==> config.mk <==
export PLATFORM = sky130hd
export DESIGN_NAME = pin_irq_ctrl
export DESIGN_NICKNAME = d
export VERILOG_FILES = /design/src/rtl/pic_pkg.sv /design/src/rtl/pic_sync.sv /design/src/rtl/pic_ctrl.sv /design/src/rtl/pic_datapath.sv /design/src/rtl/pin_irq_ctrl.sv
export SDC_FILE = /design/constraint.sdc
export NUM_CORES = 1
export LEC_CHECK = 0
export CORE_ASPECT_RATIO = 2
export CORE_UTILIZATION = 30
export CTS_BUF_LIST = sky130_fd_sc_hd__clkbuf_8
export DETAILED_ROUTE_END_ITERATION = 6
export SLEW_MARGIN = 10
export SYNTH_ARGS = -nofsm -noshare
export SYNTH_HDL_FRONTEND = slang
export SYNTH_SLANG_ARGS = --single-unit
export TNS_END_PERCENT = 10
==> constraint.sdc <==
create_clock -name pclk -period 3.2 [get_ports pclk]
set_clock_uncertainty 0.2 [all_clocks]
set_input_delay 0.48 -clock pclk [delete_from_list [all_inputs] [get_ports pclk]]
set_output_delay 0.48 -clock pclk [all_outputs]
set_load 0.01 [all_outputs]
==> src/rtl/pic_pkg.sv <==
`timescale 1ns/1ps
package pic_pkg;

  typedef enum logic [3:0] {
    SEL_MODE     = 4'd0,
    SEL_RISE_EN  = 4'd1,
    SEL_RISE_SET = 4'd2,
    SEL_RISE_CLR = 4'd3,
    SEL_FALL_EN  = 4'd4,
    SEL_FALL_SET = 4'd5,
    SEL_FALL_CLR = 4'd6,
    SEL_RISE_REC = 4'd7,
    SEL_FALL_REC = 4'd8,
    SEL_STATUS   = 4'd9,
    SEL_NONE     = 4'd15
  } regSel_e;

  typedef struct packed {
    logic    wrMode;
    logic    wrRiseEn;
    logic    setRiseEn;
    logic    clrRiseEn;
    logic    wrFallEn;
    logic    setFallEn;
    logic    clrFallEn;
    logic    clrRiseRec;
    logic    clrFallRec;
    logic    clrStatus;
    regSel_e rdSel;
  } ctlStrobes_t;

endpackage

==> src/rtl/pic_sync.sv <==
`timescale 1ns/1ps
module pic_sync #(
  parameter int NUM_CH = 8,
  parameter int STAGES = 2
) (
  input  logic              clk,
  input  logic              rstN,
  input  logic [NUM_CH-1:0] rawIn,
  output logic [NUM_CH-1:0] syncLvl,
  output logic [NUM_CH-1:0] riseEvt,
  output logic [NUM_CH-1:0] fallEvt
);
  localparam int LAST = STAGES - 1;

  logic [NUM_CH-1:0] stageQ [STAGES];
  logic [NUM_CH-1:0] prevQ;

  genvar g;
  generate
    for (g = 0; g < STAGES; g++) begin : gStage
      if (g == 0) begin : gFirst
        always_ff @(posedge clk or negedge rstN) begin
          if (!rstN) stageQ[g] <= '0;
          else       stageQ[g] <= rawIn;
        end
      end else begin : gNext
        always_ff @(posedge clk or negedge rstN) begin
          if (!rstN) stageQ[g] <= '0;
          else       stageQ[g] <= stageQ[g-1];
        end
      end
    end
  endgenerate

  always_ff @(posedge clk or negedge rstN) begin
    if (!rstN) prevQ <= '0;
    else       prevQ <= stageQ[LAST];
  end

  assign syncLvl = stageQ[LAST];
  assign riseEvt = stageQ[LAST] & ~prevQ;
  assign fallEvt = ~stageQ[LAST] & prevQ;
endmodule

==> src/rtl/pic_ctrl.sv <==
`timescale 1ns/1ps
module pic_ctrl
  import pic_pkg::*;
#(
  parameter int ADDR_W = 12
) (
  input  logic              psel,
  input  logic              penable,
  input  logic              pwrite,
  input  logic [ADDR_W-1:0] paddr,
  output ctlStrobes_t       strobes
);
  localparam int IDX_LO = 2;
  localparam int IDX_HI = 5;

  logic    inWindow;
  logic    wrAccess;
  logic    rdAccess;
  regSel_e sel;
  logic    unusedLow;

  assign unusedLow = ^paddr[IDX_LO-1:0];
  assign inWindow  = (paddr[ADDR_W-1:IDX_HI+1] == '0);
  assign wrAccess  = psel && penable && pwrite && inWindow;
  assign rdAccess  = psel && !pwrite && inWindow;

  always_comb begin
    case (paddr[IDX_HI:IDX_LO])
      4'd0:    sel = SEL_MODE;
      4'd1:    sel = SEL_RISE_EN;
      4'd2:    sel = SEL_RISE_SET;
      4'd3:    sel = SEL_RISE_CLR;
      4'd4:    sel = SEL_FALL_EN;
      4'd5:    sel = SEL_FALL_SET;
      4'd6:    sel = SEL_FALL_CLR;
      4'd7:    sel = SEL_RISE_REC;
      4'd8:    sel = SEL_FALL_REC;
      4'd9:    sel = SEL_STATUS;
      default: sel = SEL_NONE;
    endcase
  end

  always_comb begin
    strobes            = '0;
    strobes.rdSel      = rdAccess ? sel : SEL_NONE;
    strobes.wrMode     = wrAccess && (sel == SEL_MODE);
    strobes.wrRiseEn   = wrAccess && (sel == SEL_RISE_EN);
    strobes.setRiseEn  = wrAccess && (sel == SEL_RISE_SET);
    strobes.clrRiseEn  = wrAccess && (sel == SEL_RISE_CLR);
    strobes.wrFallEn   = wrAccess && (sel == SEL_FALL_EN);
    strobes.setFallEn  = wrAccess && (sel == SEL_FALL_SET);
    strobes.clrFallEn  = wrAccess && (sel == SEL_FALL_CLR);
    strobes.clrRiseRec = wrAccess && (sel == SEL_RISE_REC);
    strobes.clrFallRec = wrAccess && (sel == SEL_FALL_REC);
    strobes.clrStatus  = wrAccess && (sel == SEL_STATUS);
  end
endmodule

==> src/rtl/pic_datapath.sv <==
`timescale 1ns/1ps
module pic_datapath
  import pic_pkg::*;
#(
  parameter int NUM_CH = 8,
  parameter int DATA_W = 32
) (
  input  logic              clk,
  input  logic              rstN,
  input  ctlStrobes_t       strobes,
  input  logic [NUM_CH-1:0] wdata,
  input  logic [NUM_CH-1:0] syncLvl,
  input  logic [NUM_CH-1:0] riseEvt,
  input  logic [NUM_CH-1:0] fallEvt,
  output logic [DATA_W-1:0] rdata,
  output logic [NUM_CH-1:0] irq,
  output logic [NUM_CH-1:0] modeQ,
  output logic [NUM_CH-1:0] riseEnQ,
  output logic [NUM_CH-1:0] fallEnQ,
  output logic [NUM_CH-1:0] riseRecQ
);
  logic [NUM_CH-1:0] fallRecQ;
  logic [NUM_CH-1:0] pendQ;
  logic [NUM_CH-1:0] riseEnNext;
  logic [NUM_CH-1:0] fallEnNext;
  logic [NUM_CH-1:0] pendNext;
  logic [NUM_CH-1:0] levelAct;
  logic [NUM_CH-1:0] status;
  logic [NUM_CH-1:0] rdNarrow;

  always_comb begin
    riseEnNext = riseEnQ;
    if (strobes.wrRiseEn)       riseEnNext = wdata;
    else if (strobes.setRiseEn) riseEnNext = riseEnQ | wdata;
    else if (strobes.clrRiseEn) riseEnNext = riseEnQ & ~wdata;

    fallEnNext = fallEnQ;
    if (strobes.wrFallEn)       fallEnNext = wdata;
    else if (strobes.setFallEn) fallEnNext = fallEnQ | wdata;
    else if (strobes.clrFallEn) fallEnNext = fallEnQ & ~wdata;
  end

  // Edge pending: acknowledge first, then new armed edges, so a new edge wins.
  always_comb begin
    pendNext = pendQ;
    if (strobes.clrStatus) pendNext = pendNext & ~wdata;
    pendNext = (pendNext | (riseEvt & riseEnQ) | (fallEvt & fallEnQ)) & ~modeQ;
  end

  always_ff @(posedge clk or negedge rstN) begin
    if (!rstN) begin
      modeQ    <= '0;
      riseEnQ  <= '0;
      fallEnQ  <= '0;
      riseRecQ <= '0;
      fallRecQ <= '0;
      pendQ    <= '0;
    end else begin
      if (strobes.wrMode) modeQ <= wdata;
      riseEnQ  <= riseEnNext;
      fallEnQ  <= fallEnNext;
      riseRecQ <= (riseRecQ & ~(strobes.clrRiseRec ? wdata : '0)) | riseEvt;
      fallRecQ <= (fallRecQ & ~(strobes.clrFallRec ? wdata : '0)) | fallEvt;
      pendQ    <= pendNext;
    end
  end

  genvar c;
  generate
    for (c = 0; c < NUM_CH; c++) begin : gChan
      // Level qualify: enable from rise bit, polarity from fall bit.
      assign levelAct[c] = riseEnQ[c] && (syncLvl[c] == fallEnQ[c]);
      assign status[c]   = modeQ[c] ? levelAct[c] : pendQ[c];
    end
  endgenerate

  assign irq = status;

  always_comb begin
    case (strobes.rdSel)
      SEL_MODE:     rdNarrow = modeQ;
      SEL_RISE_EN:  rdNarrow = riseEnQ;
      SEL_FALL_EN:  rdNarrow = fallEnQ;
      SEL_RISE_REC: rdNarrow = riseRecQ;
      SEL_FALL_REC: rdNarrow = fallRecQ;
      SEL_STATUS:   rdNarrow = status;
      default:      rdNarrow = '0;
    endcase
  end

  generate
    if (DATA_W > NUM_CH) begin : gPad
      assign rdata = {{(DATA_W-NUM_CH){1'b0}}, rdNarrow};
    end else begin : gNoPad
      assign rdata = rdNarrow;
    end
  endgenerate
endmodule

==> src/rtl/pin_irq_ctrl.sv <==
`timescale 1ns/1ps
module pin_irq_ctrl
  import pic_pkg::*;
#(
  parameter int NUM_CH = 8,
  parameter int ADDR_W = 12,
  parameter int SYNC_STAGES = 2
) (
  input  logic              pclk,
  input  logic              presetn,
  input  logic              psel,
  input  logic              penable,
  input  logic              pwrite,
  input  logic [ADDR_W-1:0] paddr,
  input  logic [31:0]       pwdata,
  output logic [31:0]       prdata,
  output logic              pready,
  input  logic [NUM_CH-1:0] chanIn,
  output logic [NUM_CH-1:0] irqOut
);
  localparam int DATA_W = 32;

  ctlStrobes_t       strobes;
  logic [NUM_CH-1:0] syncLvl;
  logic [NUM_CH-1:0] riseEvt;
  logic [NUM_CH-1:0] fallEvt;
  logic [NUM_CH-1:0] modeQ;
  logic [NUM_CH-1:0] riseEnQ;
  logic [NUM_CH-1:0] fallEnQ;
  logic [NUM_CH-1:0] riseRecQ;

  generate
    if (DATA_W > NUM_CH) begin : gUnused
      logic unusedHi;
      assign unusedHi = ^pwdata[DATA_W-1:NUM_CH];
    end
  endgenerate

  assign pready = 1'b1;

  pic_sync #(.NUM_CH(NUM_CH), .STAGES(SYNC_STAGES)) u_sync (
    .clk(pclk), .rstN(presetn), .rawIn(chanIn),
    .syncLvl(syncLvl), .riseEvt(riseEvt), .fallEvt(fallEvt)
  );

  pic_ctrl #(.ADDR_W(ADDR_W)) u_ctrl (
    .psel(psel), .penable(penable), .pwrite(pwrite), .paddr(paddr),
    .strobes(strobes)
  );

  pic_datapath #(.NUM_CH(NUM_CH), .DATA_W(DATA_W)) u_dp (
    .clk(pclk), .rstN(presetn), .strobes(strobes),
    .wdata(pwdata[NUM_CH-1:0]), .syncLvl(syncLvl),
    .riseEvt(riseEvt), .fallEvt(fallEvt),
    .rdata(prdata), .irq(irqOut),
    .modeQ(modeQ), .riseEnQ(riseEnQ), .fallEnQ(fallEnQ), .riseRecQ(riseRecQ)
  );
endmodule

==> impl_metrics.py, run 1 <==
metrics = {
    "synth": {
        "avgSynthCellArea_um2": 10.5,
        "ys.flop_type": "dfrtp_1",
        "syn_area_um2": 3790,
        "ys_seq_area_frac": 0.476,
        "async_flop_share": 1.00,
        "synth.distinct_cells": 50,
        "synth_edf_count": 0,
        "syn-instance-count": 362,
        "yosys_warnings": 0,
        "ys_ff_latch": 72,
    },
    "place": {
        "gp_congestion": 0.797,
        "portBuffers": 46,
        "place_area_um2": 4470,
        "post-place-ws_ns": -0.0395,
        "hpwl_mm": 7.30,
    },
    "cts": {
        "postCtsSetupRepairBufs": 0,
        "clockBufferDepth": 2,
        "clk_pin_slew_ns": 0.08,
        "cts.sinks": 72,
        "cts_root_buffer": "clkbuf_8",
        "clk_latency_ns": 0.37,
        "htree_levels": 3,
        "tritoncts": "yes",
        "cts-hold-fix-buffers": 0,
        "cts_buffers": 9,
    },
    "critical_path": {
        "path_cells": "clkdlybuf4s50_1, nor3b_1, buf_4, o21ai_0, a31o_2, a21oi_1, clkdlybuf4s50_1",
        "crit_path_frequent_cell": "clkdlybuf4s50_1",
        "max_stage_delay_ns": 0.56,
        "cp-end-kind": "output pin",
        "worstPathRequired_ns": 2.52,
        "cpLargestDelayFamily": "buffers and inverters",
        "critPathArrivalTime_ns": 2.44,
        "cp-start-kind": "primary input",
        "crit_buf_inv": 3,
        "slowest_stage": "clkdlybuf4s50_1",
        "critPathKind": "in -> out",
        "crit_fanout": 7,
    },
    "global_route": {
        "first_global_vias": 3116,
        "track_usage": 0.167,
        "grt_pass1_wl_mm": 16.2,
        "gr-total-overflow": 0,
        "grt_max_degree": 73,
        "antenna_found_initial": 0,
    },
    "worst_hold_path": {
        "hold_path_class": "in -> async",
    },
    "final_layout": {
        "area_growth_syn_to_layout_pct": 23.5,
        "design_area_um2": 4680,
        "n_antenna_cell": 0,
        "layout-drive-gt1-share": 0.172,
        "finalNetCount": 488,
    },
    "sta": {
        "slew_viol_final": 0,
        "hold_violations": 0,
        "rsz0062_at_grt": "true",
        "max_freq_mhz": 320,
        "fin_crit_sh": 0.975,
        "finalSetupViolCount": 0,
        "fin_ws_ns": 0.0792,
        "tightestPinTransition_ns": 0.927,
        "slew_headroom": 0.382,
        "timing.final.crit_period_ns": 3.12,
    },
    "floorplan": {
        "rows": 57,
        "core-area_um2": 12200,
        "die_h_um": 161,
        "die_w_um": 81.4,
        "ioPinCount": 98,
        "die_area_um2": 13100,
        "start_util": 0.310,
    },
    "route": {
        "wl_per_cell_um": 17.2,
        "ant_nets": 0,
        "vias": 3101,
        "drt_iter0_drc": 247,
        "drc_errors": 0,
        "dr.pass1.iters": 4,
        "viasPerCell": 5.32,
        "routed_wl_mm": 10.1,
    },
    "power_and_ir_drop": {
        "peakVddDrop_v": 0.000216,
        "leakagePower_nw": 1.97,
        "power_mw": 1.91,
        "power.density_nw_per_um2": 408,
    },
    "status": {
        "status": "complete, no violations",
    },
    "job": {
        "cap_viol_max_count": 0,
    },
}
==> through the flow <==
step | instances | utilization | TNS, ns | hold WS, ns
after detailed placement | 567 | 0.366 | -0.142 | 0.136
after global routing | 583 | 0.383 | -0.0757 | 0.114
after floorplan | 385 | - | 0 | -0.0156
after global placement | 567 | 0.366 | -0.212 | 0.132
final | 583 | 0.383 | 0 | 0.0189
after CTS | 583 | 0.382 | 0 | 0.0755
==> cell usage in the layout, fill, tap and decap left out, types with 3 or more instances in the layout <==
master            n
a21o_1           16
inv_1            12
a31o_2            6
o31ai_1           8
nand2_1          25
a41oi_1           8
dlymetal6s2s_1    5
or2_2             3
a22oi_1          12
buf_4            30
nand3_1           7
xnor2_1           7
nor2_1           10
a21oi_1          16
or3_1            10
o22ai_1           4
mux2_2            6
clkbuf_8          9
dfrtp_1          72
a22o_1           12
conb_1           25
mux2_4            8
nor2b_1          17
nand2b_1          7
clkdlybuf4s50_1  40
o21ai_0          22
nor4_1            4
==> layout make-up <==
type	count	area, µm²
timing repair buffer	75	688
clock inverter	7	65.1
inverter	10	37.5
sequential	72	1800
fill	1225	7520
tap	147	184
multi-input combinational	263	1780
clock buffer	9	124
==> metal layers <==
layer	up-vias	global-route usage	wire length, µm
met5	-	0	0
met4	0	0.0812	306
met3	20	0.0358	479
met2	118	0.285	5480
met1	1552	0.191	3790
li1	1411	-	-
==> worst reg2reg max path, cell delays in order, from the launching register on <==
cell	delay, ns
dfrtp_1	0.42
nor2b_1	0.16
a22oi_1	0.18
a21oi_1	0.09
==> cells in the mapped netlist, drive strengths merged (3+ instances only) <==
cell	count	area [µm²]
nor2b	17	106
a21oi	16	80.1
nand2	25	93.8
o21ai	24	120
nor2	11	43.8
dfrtp	72	1800
nand3	8	45.0
or2	3	18.8
nand2b	7	43.8
a22oi	12	90.1
a22o	12	105
xnor2	7	61.3
a21o	16	120
clkbuf	5	18.8
buf	35	245
nor4	6	67.6
a41oi	8	70.1
mux2	14	188
or3	10	62.6
a31o	6	52.6
inv	10	37.5
o31ai	8	60.1
o22ai	4	25.0
==> power by group <==
group          internal, mW  leakage [nW]  switching, mW
Clock                 0.354         0.106          0.351
Sequential            0.937         0.828         0.0177
Combinational         0.112          1.04          0.136
Total                  1.40          1.97          0.504
==> cell families (layout without fill, tap and decap cells) <==
family	after synthesis	in the layout	share of synthesized area
compound gates	111	111	0.204
simple gates	102	102	0.163
flops	72	72	0.476
buf+inv	50	101	0.0796
mux	16	16	0.0549
xor+xnor	9	9	0.0208
other cells	2	25	0.00198
==> path summary, 6_finish.rpt <==
path | slack (ns) | from | to | depth (start not counted)
setup / recovery | 0.08 | paddr[3] | prdata[1] | 7
hold / removal | 0.02 | presetn | u_sync.stageQ[11] | 1
setup reg to reg | 2.01 | u_sync.syncLvl[0] | u_dp.pendQ[0] | 3
hold reg to reg | 0.15 | u_sync.stageQ[8] | u_sync.syncLvl[0] | 0
max in group asynchronous | 2.14 | presetn | asynchronous set/reset pin | 1
min in group pclk | 0.15 | u_sync.stageQ[8] | u_sync.syncLvl[0] | 0
==> what timing repair did <==
| item | in CTS | in global routing |
|---|---|---|
| pin swaps | 0 | 1 |
| endpoints found under the setup margin | 7 | 7 |
| resized for setup | 2 | 5 |
(Power assumes the default switching activity.)
==> inputs of run 2 (changes only) <==
CORE_MARGIN = 2   (was default)
SYNTH_HIERARCHICAL = 1   (was default)
==> run 2 against run 1 <==
Critical path depth increased by 4; synthesized area increased by 0.79%; non-clock buffer count grew 5; combinational power fell by 24%.
==> impl_metrics.py, run 2 <==
metrics = {
    "power_and_ir_drop": {
        "power.density_nw_per_um2": 421,
        "peakVddDrop_v": 0.000316,
        "leakagePower_nw": 1.98,
        "power_mw": 1.97,
    },
    "synth": {
        "synth_edf_count": 0,
        "yosys_warnings": 6,
        "ys_top_cells_by_count": "72 x dfrtp_1, 44 x nand2_1, 35 x buf_4",
        "yosysTopAreaCell": "dfrtp_1",
        "ys_seq_area_frac": 0.472,
        "avgSynthCellArea_um2": 10.4,
        "yosys-top-cells-area": "dfrtp_1 47%, buf_4 6.9%, nand2_1 4.3%",
        "synth.distinct_cells": 48,
        "async_flop_share": 1.00,
        "ys.flop_type": "dfrtp_1",
        "synth_top_cell_area_share": 0.472,
        "syn-instance-count": 366,
        "yosysMostFrequentCell": "dfrtp_1",
        "syn_area_um2": 3820,
        "ys_ff_latch": 72,
    },
    "final_layout": {
        "layout_commonest_cell": "dfrtp_1",
        "finalNetCount": 477,
        "multi_input_area_um2": 1730,
        "area_growth_syn_to_layout_pct": 22.4,
        "design_area_um2": 4670,
        "layout-drive-gt1-share": 0.238,
        "layout_common_cells": "72 x dfrtp_1, 44 x nand2_1, 33 x buf_4",
        "num-fill-cells": 1264,
        "n_antenna_cell": 0,
        "fin_util": 0.374,
        "stdcell_count": 575,
        "ff_latch_area_um2": 1800,
    },
    "floorplan": {
        "die_h_um": 164,
        "die_area_um2": 13700,
        "core-area_um2": 12500,
        "start_util": 0.306,
        "rows": 58,
        "ioPinCount": 98,
        "die_w_um": 83.8,
    },
    "route": {
        "drc_errors": 0,
        "vias": 3004,
        "drt_iter0_drc": 210,
        "wl_per_cell_um": 17.0,
        "wl_met2_mm": 5.13,
        "dr_wl_met3_um": 487,
        "routed_wl_mm": 9.80,
        "ant_nets": 0,
        "viasPerCell": 5.22,
        "highest_layer": "met4",
        "met1_length_mm": 3.75,
        "dr.pass1.iters": 5,
    },
    "critical_path": {
        "crit_fanout": 6,
        "cp-end-kind": "output pin",
        "r2r_cells": 3,
        "cp-start-kind": "primary input",
        "rr_startpoint": "u_sync/syncLvl[6]",
        "r2r_end": "u_dp/pendQ[6]",
        "critPathKind": "in -> out",
        "worstPathRequired_ns": 2.52,
        "rrSetupSlack_ns": 1.81,
        "critPathArrivalTime_ns": 2.48,
        "cp-startpoint": "paddr[6]",
        "endpoint": "prdata[3]",
    },
    "cts": {
        "cts_buffers": 9,
        "htree_levels": 3,
        "cts.sinks": 72,
        "cts_root_buffer": "clkbuf_8",
        "clockBufferDepth": 2,
        "clk_latency_ns": 0.36,
        "cts-hold-fix-buffers": 0,
        "tritoncts": "yes",
        "clk_pin_slew_ns": 0.08,
    },
    "sta": {
        "timing.final.crit_period_ns": 3.16,
        "setup_tns_ns": 0,
        "hold_violations": 0,
        "slew_viol_final": 0,
        "whs_ns": 0.0284,
        "fin_ws_ns": 0.0392,
        "tightestPinTransition_ns": 0.938,
        "fin_crit_sh": 0.988,
        "rsz0062_at_grt": "true",
        "max_freq_mhz": 316,
        "slew_headroom": 0.374,
        "finalSetupViolCount": 0,
    },
    "global_route": {
        "gr-total-overflow": 0,
        "antenna_found_initial": 0,
        "track_usage": 0.147,
        "grt_max_degree": 73,
        "first_global_vias": 2949,
        "grt_pass1_wl_mm": 15.6,
    },
    "place": {
        "gp_congestion": 0.819,
        "portBuffers": 46,
        "dp.cells": 559,
        "post-place-ws_ns": -0.560,
        "hpwl_mm": 7.10,
        "place_area_um2": 4430,
    },
    "status": {
        "status": "complete, no violations",
    },
    "worst_hold_path": {
        "hold_path_class": "in -> async",
    },
    "job": {
        "cap_viol_max_count": 0,
    },
}
[run 2: cell types whose count changed in the layout (fill, tap and decap cells not counted), sizes merged, moves of 15 or more]
cell	change
nor2b	-15
o21ai	-15
and2b	+16
a32o	+15
nand2	+19
[run 2: routing by layer]
metal,vias up,track usage
li1,1376,-
met1,1487,0.164
met2,115,0.253
met3,26,0.0313
met4,0,0.0916
met5,-,0
[run 2: cell families after synthesis]
logic type,count (synthesis),synth area share
xor+xnor,8,0.0184
mux,12,0.0341
flops,72,0.472
compound gates,81,0.171
buf+inv,71,0.111
other cells,2,0.00197
simple gates,120,0.192
[run 2: worst min path at each step]
stage | cells past startpoint | end | from | slack [ns]
2_1_floorplan | 0 | asynchronous set/reset pin | presetn | -0.02
3_3_place_gp | 0 | u_sync/syncLvl[3] | u_sync/stageQ[11] | 0.13
3_5_place_dp | 0 | u_sync/syncLvl[4] | u_sync/stageQ[12] | 0.14
4_1_cts | 1 | u_sync/stageQ[10] | presetn | 0.08
5_1_grt | 1 | u_dp/modeQ[2] | presetn | 0.11
6_report | 1 | u_dp/modeQ[2] | presetn | 0.03
[run 2: cell type report]
type                    instances  share of cell area
flip-flops and latches         72               0.386
multi-input cells             246               0.370
repair buffers                 80               0.146
well taps                     150              0.0402
clock buffers                  11              0.0324
clock inverters                 5              0.0169
inverters                      11             0.00884
[run 2: critical path, cell delays in order]
cell,delay (ns)
dlygate4sd2_1,0.26
nor4b_4,0.27
buf_4,0.17
nand4b_1,0.13
buf_6,0.17
buf_4,0.13
nand3b_1,0.14
a211o_1,0.32
o21ai_1,0.09
a221o_1,0.16
buf_2,0.14
[run 2: power breakdown]
group / switching (mW) / internal (mW)
clock network: 0.344 / 0.480
registers: 0.0180 / 0.938
logic: 0.101 / 0.0870
total: 0.463 / 1.51
[run 2: repair_timing]
action                                 4_1_cts  5_1_grt
pin swaps                                    9        2
setup endpoints to repair                    8        7
endpoints found under the hold margin        0        0
buffers inserted                             1        0
resized for setup                           51        2
==> inputs of run 3 (changes only) <==
CORE_MARGIN = default   (was 2)
==> run 3 against run 2 <==
Sequential power is essentially flat; non-clock buffer count grew 2; critical endpoint is now prdata[6]; first-iteration DRC count shrank 20%; power shrank 9.2%; highest routed layer unchanged; wire length grew 4.2%; hold slack gained 0.014 ns; combinational power is essentially flat; flip-flop and latch count is the same; maximum frequency grew 1.3%; via count grew 0.13%; largest power group unchanged; die area shrank 3.6%; sequential share of layout area shrank 0.30 points.
==> impl_metrics.py, run 3 (synthesis gave the netlist of run 2 again) <==
metrics = {
    "final_layout": {
        "design_area_um2": 4710,
        "layout_common_cells": "72 x dfrtp_1, 44 x nand2_1, 32 x buf_4",
        "finalNetCount": 479,
        "num-fill-cells": 1240,
        "layout_commonest_cell": "dfrtp_1",
        "n_antenna_cell": 0,
        "layout-drive-gt1-share": 0.261,
        "area_growth_syn_to_layout_pct": 23.4,
        "fin_util": 0.377,
    },
    "cts": {
        "tritoncts": "yes",
        "htree_levels": 3,
        "clk_latency_ns": 0.35,
        "cts-hold-fix-buffers": 0,
        "clockBufferDepth": 2,
        "cts.sinks": 72,
        "clk_pin_slew_ns": 0.08,
        "cts_root_buffer": "clkbuf_8",
        "cts_buffers": 9,
    },
    "route": {
        "ant_nets": 0,
        "vias": 3008,
        "drt_iter0_drc": 169,
        "dr.pass1.iters": 5,
        "routed_wl_mm": 10.2,
        "drc_errors": 0,
        "wl_per_cell_um": 17.7,
        "viasPerCell": 5.22,
    },
    "sta": {
        "slew_viol_final": 0,
        "tightestPinTransition_ns": 0.941,
        "hold_violations": 0,
        "rsz0062_at_grt": "true",
        "timing.final.crit_period_ns": 3.12,
        "finalSetupViolCount": 0,
        "max_freq_mhz": 320,
        "slew_headroom": 0.372,
        "whs_ns": 0.0423,
        "fin_crit_sh": 0.975,
    },
    "floorplan": {
        "die_area_um2": 13200,
        "core-area_um2": 12500,
        "start_util": 0.306,
        "die_h_um": 162,
        "rows": 58,
        "die_w_um": 81.8,
        "ioPinCount": 98,
    },
    "critical_path": {
        "worstPathRequired_ns": 2.52,
        "cp-start-kind": "primary input",
        "critPathKind": "in -> out",
        "critPathArrivalTime_ns": 2.44,
        "cp-end-kind": "output pin",
        "crit_fanout": 4,
    },
    "global_route": {
        "antenna_found_initial": 0,
        "grt_pass1_wl_mm": 15.8,
        "track_usage": 0.164,
        "first_global_vias": 3005,
        "gr-total-overflow": 0,
        "grt_max_degree": 73,
        "use_met3": 0.0271,
        "groute.layer.met1.usage": 0.176,
        "grt_most_used_layer": "met2",
        "met2_usage": 0.281,
    },
    "place": {
        "place_area_um2": 4400,
        "gp_congestion": 0.791,
        "hpwl_mm": 7.14,
        "portBuffers": 46,
    },
    "worst_hold_path": {
        "hold_path_class": "in -> async",
    },
    "power_and_ir_drop": {
        "power.density_nw_per_um2": 379,
        "leakagePower_nw": 2.04,
        "peakVddDrop_v": 0.000206,
        "power_mw": 1.79,
    },
    "status": {
        "status": "complete, no violations",
    },
    "job": {
        "cap_viol_max_count": 0,
    },
}
==> run 3: final timing paths <==
| check | slack (ns) | endpoint | cells past startpoint | start |
|---|---|---|---|---|
| worst max register to register | 1.82 | u_dp/pendQ[2] | 3 | u_sync/syncLvl[2] |
| worst max-delay path | 0.08 | prdata[6] | 10 | paddr[10] |
| min in group pclk | 0.15 | u_sync/syncLvl[3] | 0 | u_sync/stageQ[11] |
| worst min-delay path | 0.04 | u_sync/syncLvl[6] | 1 | presetn |
| worst min register to register | 0.15 | u_sync/syncLvl[3] | 0 | u_sync/stageQ[11] |
| max in group asynchronous | 2.12 | u_sync/stageQ[15] | 1 | presetn |
==> run 3: critical path, cell delays in order <==
cell,delay (ns)
dlygate4sd2_1,0.25
nor4_2,0.27
buf_4,0.19
nand3b_1,0.20
buf_6,0.19
nor2b_2,0.17
a22oi_1,0.14
o22ai_1,0.11
a221o_1,0.28
buf_2,0.14
==> run 3: stage by stage <==
step | cells | setup WS, ns | setup TNS [ns]
floorplan | 389 | 0.395 | 0
global route | 576 | -0.0264 | -0.0362
finish | 576 | 0.0796 | 0
CTS | 576 | 0.00366 | 0
detailed placement | 556 | -0.539 | -4.01
global placement | 556 | -0.587 | -4.26
==> run 3: repair_timing <==
item,in CTS,in global routing
buffers inserted,4,0
endpoints found under the setup margin,8,8
resized for setup,55,14
cloned,1,0
pin swaps,6,13
==> run 3: final cells by class <==
type                       instances  area (µm²)  share of cell area
clock inverter                     4        21.3             0.00452
tap                              150         188              0.0399
multi-input combinational        246        1810               0.383
sequential                        72        1800               0.383
inverter                          11        41.3             0.00877
timing repair buffer              82         699               0.149
clock buffer                      11         151              0.0322
==> run 3: report_power, final <==
part | internal [mW] | switching, mW
clock | 0.314 | 0.327
combinational | 0.0874 | 0.102
sequential | 0.939 | 0.0179
total | 1.34 | 0.447
==> run 3: routing by layer <==
metal / wire length, µm / part of all wire
met5: 0 / 0
met4: 530 / 0.052
met3: 421 / 0.041
met2: 5400 / 0.53
met1: 3860 / 0.38
